--- config.mk ---
export PLATFORM = sky130hd
export DESIGN_NAME = gpio_pinmux_regs
export DESIGN_NICKNAME = d
export VERILOG_FILES = /design/src/rtl/gpio_pinmux_pkg.sv /design/src/rtl/gpio_pinmux_ctrl.sv /design/src/rtl/gpio_fn_decode.sv /design/src/rtl/gpio_pinmux_dp.sv /design/src/rtl/gpio_pinmux_regs.sv
export SDC_FILE = /design/constraint.sdc
export NUM_CORES = 1
export LEC_CHECK = 0
export ABC_AREA = 1
export ABC_CLOCK_PERIOD_IN_PS = 1900
export BUFFER_PORTS_ARGS = -buffer_cell sky130_fd_sc_hd__buf_2
export CAP_MARGIN = 5
export CORE_ASPECT_RATIO = 0.5
export CORE_MARGIN = 8
export CORE_UTILIZATION = 55
export DETAILED_ROUTE_END_ITERATION = 10
export PLACE_DENSITY = 0.85
export SLEW_MARGIN = 25
export SYNTH_ARGS = -nofsm -noshare
export SYNTH_HDL_FRONTEND = slang
export SYNTH_SLANG_ARGS = --single-unit
--- constraint.sdc ---
create_clock -name clk -period 1.9 [get_ports clk]
set_input_delay 0.095 -clock clk [delete_from_list [all_inputs] [get_ports clk]]
set_output_delay 0.095 -clock clk [all_outputs]
set_load 0.01 [all_outputs]
--- src/rtl/gpio_pinmux_pkg.sv ---
package gpio_pinmux_pkg;
  timeunit 1ns;
  timeprecision 100ps;

  localparam int WORD_W       = 32;
  localparam int FIELD_W      = 3;
  localparam int PINS_PER_SEL = 10;
  localparam int SET_WORD     = 7;
  localparam int CLR_WORD     = 10;
  localparam int LEV_WORD     = 13;

  typedef enum logic [FIELD_W-1:0] {
    FN_INPUT  = 3'b000,
    FN_OUTPUT = 3'b001,
    FN_ALT5   = 3'b010,
    FN_ALT4   = 3'b011,
    FN_ALT0   = 3'b100,
    FN_ALT1   = 3'b101,
    FN_ALT2   = 3'b110,
    FN_ALT3   = 3'b111
  } pinFunc_e;

  typedef enum logic [1:0] {
    RD_ZERO  = 2'd0,
    RD_SEL   = 2'd1,
    RD_LEVEL = 2'd2
  } rdSrc_e;

  typedef struct packed {
    logic       selWr;
    logic       setWr;
    logic       clrWr;
    logic       rdLoad;
    rdSrc_e     rdSrc;
    logic [3:0] wordIdx;
    logic       bankHi;
  } regStrobes_t;
endpackage

--- src/rtl/gpio_pinmux_ctrl.sv ---
module gpio_pinmux_ctrl
  import gpio_pinmux_pkg::*;
#(
  parameter int NUM_PINS = 54,
  parameter int ADDR_W   = 6
) (
  input  logic [ADDR_W-1:0] busAddr,
  input  logic              busWrEn,
  input  logic              busRdEn,
  output regStrobes_t       strobes
);
  timeunit 1ns;
  timeprecision 100ps;

  localparam int NUM_SEL_WORDS = (NUM_PINS + PINS_PER_SEL - 1) / PINS_PER_SEL;

  logic [31:0] addrWide;
  assign addrWide = 32'(busAddr);

  always_comb begin
    strobes        = '0;
    strobes.rdLoad = busRdEn;
    strobes.rdSrc  = RD_ZERO;
    if (addrWide < 32'(NUM_SEL_WORDS)) begin
      strobes.selWr   = busWrEn;
      strobes.rdSrc   = RD_SEL;
      strobes.wordIdx = 4'(addrWide);
    end else if (addrWide == 32'(SET_WORD) || addrWide == 32'(SET_WORD + 1)) begin
      strobes.setWr  = busWrEn;
      strobes.bankHi = (addrWide == 32'(SET_WORD + 1));
    end else if (addrWide == 32'(CLR_WORD) || addrWide == 32'(CLR_WORD + 1)) begin
      strobes.clrWr  = busWrEn;
      strobes.bankHi = (addrWide == 32'(CLR_WORD + 1));
    end else if (addrWide == 32'(LEV_WORD) || addrWide == 32'(LEV_WORD + 1)) begin
      strobes.rdSrc  = RD_LEVEL;
      strobes.bankHi = (addrWide == 32'(LEV_WORD + 1));
    end
  end
endmodule

--- src/rtl/gpio_fn_decode.sv ---
module gpio_fn_decode
  import gpio_pinmux_pkg::*;
(
  input  logic [FIELD_W-1:0] fnCode,
  output logic               outEn,
  output logic               altValid,
  output logic [FIELD_W-1:0] altIdx
);
  timeunit 1ns;
  timeprecision 100ps;

  always_comb begin
    outEn    = 1'b0;
    altValid = 1'b1;
    altIdx   = '0;
    unique case (pinFunc_e'(fnCode))
      FN_INPUT:  altValid = 1'b0;
      FN_OUTPUT: begin
        altValid = 1'b0;
        outEn    = 1'b1;
      end
      FN_ALT0:   altIdx = 3'd0;
      FN_ALT1:   altIdx = 3'd1;
      FN_ALT2:   altIdx = 3'd2;
      FN_ALT3:   altIdx = 3'd3;
      FN_ALT4:   altIdx = 3'd4;
      FN_ALT5:   altIdx = 3'd5;
      default:   altValid = 1'b0;
    endcase
  end
endmodule

--- src/rtl/gpio_pinmux_dp.sv ---
module gpio_pinmux_dp
  import gpio_pinmux_pkg::*;
#(
  parameter int NUM_PINS = 54
) (
  input  logic                        clk,
  input  logic                        rstN,
  input  regStrobes_t                 strobes,
  input  logic [WORD_W-1:0]           wrData,
  input  logic [NUM_PINS-1:0]         pinIn,
  output logic [WORD_W-1:0]           rdData,
  output logic [NUM_PINS-1:0]         pinOut,
  output logic [NUM_PINS-1:0]         pinOe,
  output logic [NUM_PINS-1:0]         pinAltValid,
  output logic [FIELD_W*NUM_PINS-1:0] pinAltIdx
);
  timeunit 1ns;
  timeprecision 100ps;

  localparam int NUM_SEL_WORDS = (NUM_PINS + PINS_PER_SEL - 1) / PINS_PER_SEL;
  localparam int PAD_W         = 2 * WORD_W;
  localparam int FIELDS_W      = FIELD_W * PINS_PER_SEL;

  logic [FIELD_W*NUM_PINS-1:0]                selFlat;
  logic [NUM_SEL_WORDS-1:0][WORD_W-1:0]       selWords;
  logic [NUM_PINS-1:0]                        outReg;
  logic [NUM_PINS-1:0]                        pinMask;
  logic [NUM_PINS-1:0]                        syncA;
  logic [NUM_PINS-1:0]                        syncB;
  logic [PAD_W-1:0]                           levPad;
  logic [WORD_W-1:0]                          rdNext;

  // function select storage: one write updates the ten fields of a word
  always_ff @(posedge clk or negedge rstN) begin
    if (!rstN) begin
      selFlat <= '0;
    end else if (strobes.selWr) begin
      for (int p = 0; p < NUM_PINS; p++) begin
        if (strobes.wordIdx == 4'(p / PINS_PER_SEL)) begin
          selFlat[FIELD_W*p +: FIELD_W] <= wrData[FIELD_W*(p % PINS_PER_SEL) +: FIELD_W];
        end
      end
    end
  end

  // per-pin function decode
  for (genvar p = 0; p < NUM_PINS; p++) begin : g_pin
    gpio_fn_decode u_dec (
      .fnCode   (selFlat[FIELD_W*p +: FIELD_W]),
      .outEn    (pinOe[p]),
      .altValid (pinAltValid[p]),
      .altIdx   (pinAltIdx[FIELD_W*p +: FIELD_W])
    );
  end

  // readback words with zero padding above the last pin and above bit 29
  for (genvar w = 0; w < NUM_SEL_WORDS; w++) begin : g_word
    for (genvar i = 0; i < PINS_PER_SEL; i++) begin : g_slot
      if (w * PINS_PER_SEL + i < NUM_PINS) begin : g_live
        assign selWords[w][FIELD_W*i +: FIELD_W] =
          selFlat[FIELD_W*(w*PINS_PER_SEL + i) +: FIELD_W];
      end else begin : g_pad
        assign selWords[w][FIELD_W*i +: FIELD_W] = '0;
      end
    end
    assign selWords[w][WORD_W-1:FIELDS_W] = '0;
  end

  // bank-relative mask for the set and clear words
  always_comb begin
    for (int p = 0; p < NUM_PINS; p++) begin
      pinMask[p] = wrData[p % WORD_W] && (strobes.bankHi == (p >= WORD_W));
    end
  end

  always_ff @(posedge clk or negedge rstN) begin
    if (!rstN) begin
      outReg <= '0;
    end else if (strobes.clrWr) begin
      outReg <= outReg & ~pinMask;
    end else if (strobes.setWr) begin
      outReg <= outReg | pinMask;
    end
  end

  assign pinOut = outReg;

  // two-flop input synchroniser
  always_ff @(posedge clk or negedge rstN) begin
    if (!rstN) begin
      syncA <= '0;
      syncB <= '0;
    end else begin
      syncA <= pinIn;
      syncB <= syncA;
    end
  end

  assign levPad = PAD_W'(syncB);

  always_comb begin
    rdNext = '0;
    unique case (strobes.rdSrc)
      RD_SEL: begin
        for (int w = 0; w < NUM_SEL_WORDS; w++) begin
          if (strobes.wordIdx == 4'(w)) rdNext = selWords[w];
        end
      end
      RD_LEVEL: rdNext = strobes.bankHi ? levPad[PAD_W-1:WORD_W] : levPad[WORD_W-1:0];
      default:  rdNext = '0;
    endcase
  end

  always_ff @(posedge clk or negedge rstN) begin
    if (!rstN) begin
      rdData <= '0;
    end else if (strobes.rdLoad) begin
      rdData <= rdNext;
    end
  end
endmodule

--- src/rtl/gpio_pinmux_regs.sv ---
module gpio_pinmux_regs
  import gpio_pinmux_pkg::*;
#(
  parameter int NUM_PINS = 54,
  parameter int ADDR_W   = 6
) (
  input  logic                        clk,
  input  logic                        rstN,
  input  logic [ADDR_W-1:0]           busAddr,
  input  logic                        busWrEn,
  input  logic [31:0]                 busWrData,
  input  logic                        busRdEn,
  output logic [31:0]                 busRdData,
  input  logic [NUM_PINS-1:0]         pinIn,
  output logic [NUM_PINS-1:0]         pinOut,
  output logic [NUM_PINS-1:0]         pinOe,
  output logic [NUM_PINS-1:0]         pinAltValid,
  output logic [3*NUM_PINS-1:0]       pinAltIdx
);
  timeunit 1ns;
  timeprecision 100ps;

  regStrobes_t strobes;

  gpio_pinmux_ctrl #(
    .NUM_PINS (NUM_PINS),
    .ADDR_W   (ADDR_W)
  ) u_ctrl (
    .busAddr (busAddr),
    .busWrEn (busWrEn),
    .busRdEn (busRdEn),
    .strobes (strobes)
  );

  gpio_pinmux_dp #(
    .NUM_PINS (NUM_PINS)
  ) u_dp (
    .clk         (clk),
    .rstN        (rstN),
    .strobes     (strobes),
    .wrData      (busWrData),
    .pinIn       (pinIn),
    .rdData      (busRdData),
    .pinOut      (pinOut),
    .pinOe       (pinOe),
    .pinAltValid (pinAltValid),
    .pinAltIdx   (pinAltIdx)
  );
endmodule

# Yosys cells after proc, flatten, opt, wreduce, memory -nomap -nowiden
# Cells that the tools add are included.
# word_totals
regBits,356
n_memories,0
romBits,0
ramBits,0
latch_bits,0
output_inout_bits,356
inputBits,96
word_cells,711
# classes
n_addsub,0
n_mul,0
reduce_logical,173
magnitude_cmp,1
n_shift,0
eq_ne,337
mux,186
bitwise,4
n_div,0
# ops
operator,n
$pmux W3 S5,54
$eq A3 B3 Y1 const B,162
$eq A3 B2 Y1 const B,108
$mux W30,6
$eq A3 B1 Y1 const B,54
$logic_not A3 Y1,54
$mux W1,116
$mux W54,2
$reduce_or A2 Y1,54
$pmux W32 S2,1
$and A54 B54 Y54,1
$logic_and A1 B1 Y1,54
$not A54 Y54,1
$or A54 B54 Y54,1
$mux W32,1
$eq A6 B4 Y1 const B,5
$reduce_and A2 Y1,6
$mux W2,5
$eq A4 B2 Y1 const B,2
$eq A4 B3 Y1 const B,2
$eq A6 B3 Y1 const B,1
$lt A6 B3 Y1 const B,1
$eq A4 B1 Y1 const B,1
$logic_not A4 Y1,1
other kinds (6),8

# Depth between registers and ports, before layout
# depth
ltp_word,11
mapped_depth,14
depth_no_buf,13

# By module
# A second synthesis with hierarchy kept.
# hier_totals
hier_cells,2132
area_unflattened_um2,16424.5
# by_module_without_submodules
module,area_per_inst_um2,seq_area_each_um2,n_inst,cells_each
gpio_pinmux_dp,13885.8,8908.5,1,1503
gpio_fn_decode,43.8,0.0,54,11
gpio_pinmux_ctrl,173.9,0.0,1,35

# Least setup slack after synthesis
# Ideal clock, no wire load.
# synth_timing
kind,input -> register
startpoint,in busAddr[0]
endpoint,reg with a tool-made name
stages,8
arrival_ns,1.265
n_path_buf,2
setup_time_ns,0.132
t_required_ns,1.768
slack_ns,0.503
cell_sequence,buf_2 nor2_2 nand3_2 a31oi_4 buf_6 nand3_1 nand2_1 o21ai_1
# synth_rtl
item,line_no,source
"start, declared",gpio_pinmux_regs.sv:9,"input logic [ADDR_W-1:0] busAddr,"

# Final worst setup path
# layout_timing
startpoint,reg u_dp.selFlat[151]
endpoint,out pinAltIdx[150]
# layout_between
elab_chain_cells,2
word_cells_on_any_way,6
# layout_rtl
item,line_no,source
"start, declared",gpio_pinmux_dp.sv:24,logic [FIELD_W*NUM_PINS-1:0] selFlat;
"start signal, assigned by index",gpio_pinmux_dp.sv:40,selFlat[FIELD_W*p +: FIELD_W] <= wrData[FIELD_W*(p % PINS_PER_SEL) +: FIELD_W];
$eq A3 B2 Y1 / $eq A3 B3 Y1 (equally long branches),gpio_fn_decode.sv:16,unique case (pinFunc_e'(fnCode))
$pmux W3 S5 (*),gpio_fn_decode.sv:16,
"end, declared",gpio_pinmux_regs.sv:18,output logic [3*NUM_PINS-1:0] pinAltIdx
# Mark *: on every way between the ends. The rest lies on a longest branch, timed or not.

==> out/results.ini <==
[yosys]
yosys_warnings = 0
ys_ff_latch = 356
syn_nets = 2212
async_reset_ff_share_pct = 100.0
synth_cells = 2116
synth.distinct_cells = 29
synth_edf_count = 0
synth.avg_cell_area_um2 = 7.932
ys.flop_type = dfrtp_1
yosysSeqAreaShare_pct = 53.08
syn_area_um2 = 16780

[routing]
num_vias = 16164
drt_iter0_markers = 1623
wl_um = 57500
avgRoutedWirePerCell_um = 19.35
drc = 0
first_pass_iters = 6
drtAntennaViolNets = 0
vias_per_cell = 5.439

[timing]
relSlewSlack_pct = 61.00
hold_viol_final = 0
period_share_pct = 97.59
setup_viol = 0
min_period_ns = 1.854
fin_tns_setup_ns = 0
tightest_slew_ns = 0.5841
fin_skew_ns = 0.008107
slew_violations = 0
max_clock_freq_mhz = 539.3
rsz0062_at_grt = false

[power_and_ir_drop]
power.density_nw_per_um2 = 882.0
vdd_drop_max_uv = 632.1
power_leakage_nw = 11.53

[global_routing]
grt_first_pass_wirelength_um = 89800
grt_pass1_vias = 15897
antenna_found_initial = 5
globalRoute.totalOverflow = 0
grt_max_degree = 61
grt.total_usage_pct = 30.43

[critical_path]
r2r_start = u_dp.selFlat[158]
worstSetupStartpointType = flop
crit_chain = inv_1, nor2_1, nor2_1, a21oi_1, buf_2
endpoint = pinAltIdx[150]
required_ns = 1.80
r2r-end = u_dp.rdData[8]
cpMostUsedCell = nor2_1
crit_type = reg2out
r2r_setup_slack_ns = 0.61
ff2ff_path_depth = 6
slowest_stage = dfrtp_1
crit_start = u_dp.selFlat[151]
crit_arrival_ns = 1.76
critPathMaxStageDelay_ns = 0.37
end_kind = primary output
cp_max_fo = 4

[cells_and_area]
final_area_um2 = 20910
final_common_cell = nand2_1
drive_gt1_share_pct = 22.66
final_cell_mix = nand2_1, buf_2, dfrtp_1, inv_1, o21ai_0
final_nets = 2646
area_growth_pct = 24.56

[clocking]
cts_tree = done
clock_path_buffers = 3
clk_latency_ns = 0.56
postCtsSetupBuffers = 0
cts_buffers = 31
clk_pin_slew_worst_paths_ns = 0.07
cts_root_buffer = clkbuf_16
htree_levels = 1
cts_sinks = 356

[floorplan]
die_w_um = 263.0
die_area_um2 = 36700
chipHeight_um = 139.5
io_pins = 452
start_util_pct = 55.61
core-area_um2 = 30180
placementRows = 45

[placement]
hpwl_um = 41230
placed_cell_area_um2 = 19040
routabilityCongestion = 0.9961
io_buffers = 451

[job]
cap_violations = 0

[worst_hold_path]
hold_class = in2async

[run_status]
status = finished, final reports clean

## through the flow
stage                     instances  utilization (%)  worst slack, ns  total power [mW]  hold WS [ns]
final                          2972            69.27          0.04570             18.44       0.06297
after global placement         2828            63.08           0.1515             12.00       0.05295
after detailed placement       2828            63.08           0.1044             12.10       0.05495
after CTS                      2967            69.23          0.08348             18.39       0.03279
after global routing           2971            69.26          0.02952             19.21       0.07391
after floorplan                2116                -           0.5026             10.64       -0.2006
## worst min-delay path by stage
stage | end | from | cells past startpoint
after CTS | u_dp.rdData[30] | busAddr[1] | 5
after global routing | u_dp.rdData[31] | busAddr[1] | 5
after floorplan | async pin | rstN | 0
after detailed placement | async pin | rstN | 1
after global placement | async pin | rstN | 1
final | async pin | rstN | 2
## per-layer routing
layer  global-route usage [%]  vias up  routed length [µm]
met4                    18.23        0                4029
met3                    5.451      271                4607
met1                    36.08     7601               20750
li1                         -     7382                   -
met2                    51.88      910               28110
met5                        0        -                   0
## synth_stat cells (2+ instances only)
master	n	share of area, %
a21oi_1	67	2.0
nor3_2	3	0.18
clkbuf_1	51	1.1
o21ai_0	197	5.9
buf_6	5	0.34
inv_1	264	5.9
o21ai_1	85	2.5
nor3_1	5	0.15
buf_2	24	0.72
nor2_1	158	3.5
nand4_1	24	0.89
nand3_1	112	3.3
dfrtp_1	356	53
inv_2	8	0.18
buf_4	112	5.0
nand3_2	2	0.12
nand2_1	620	14
o21a_1	9	0.40
nor2_2	4	0.15
## worst max-delay path, delay by kind of cell, from the launching register on
family                 cells  cell delay (ns)
DFF                        1             0.37
buffers and inverters      2             0.34
AOI/OAI and AO/OA          1             0.30
and+or+nand+nor            2             0.18
## timing repair
item,CTS,global route
resized for setup,0,0
endpoints found under the hold margin,573,0
hold buffers,88,0
## logic make-up (layout without fill, tap and decap cells)
family	after synthesis	after routing	synth area share (%)
buf+inv	465	917	13.31
other cells	0	5	0
simple gates	933	933	22.48
compound gates	362	362	11.13
flops	356	356	53.08
## layout make-up
| cell class | count | area [µm²] |
|---|---|---|
| clock buffers | 42 | 877.1 |
| fillers | 2314 | 9274 |
| repair buffers | 594 | 3799 |
| multi-input cells | 1295 | 5689 |
| diodes | 5 | 12.51 |
| inverters | 272 | 1021 |
| well taps | 399 | 499.2 |
| flip-flops and latches | 356 | 8909 |
| clock inverters | 9 | 98.84 |
## report_power, final
| group | switching [mW] | internal, mW | total (mW) |
|---|---|---|---|
| logic | 2.14 | 1.28 | 3.42 |
| clock network | 2.77 | 3.48 | 6.25 |
| registers | 0.539 | 8.23 | 8.77 |
| total | 5.45 | 13.0 | 18.4 |
Power figures use the tool's default switching activity.
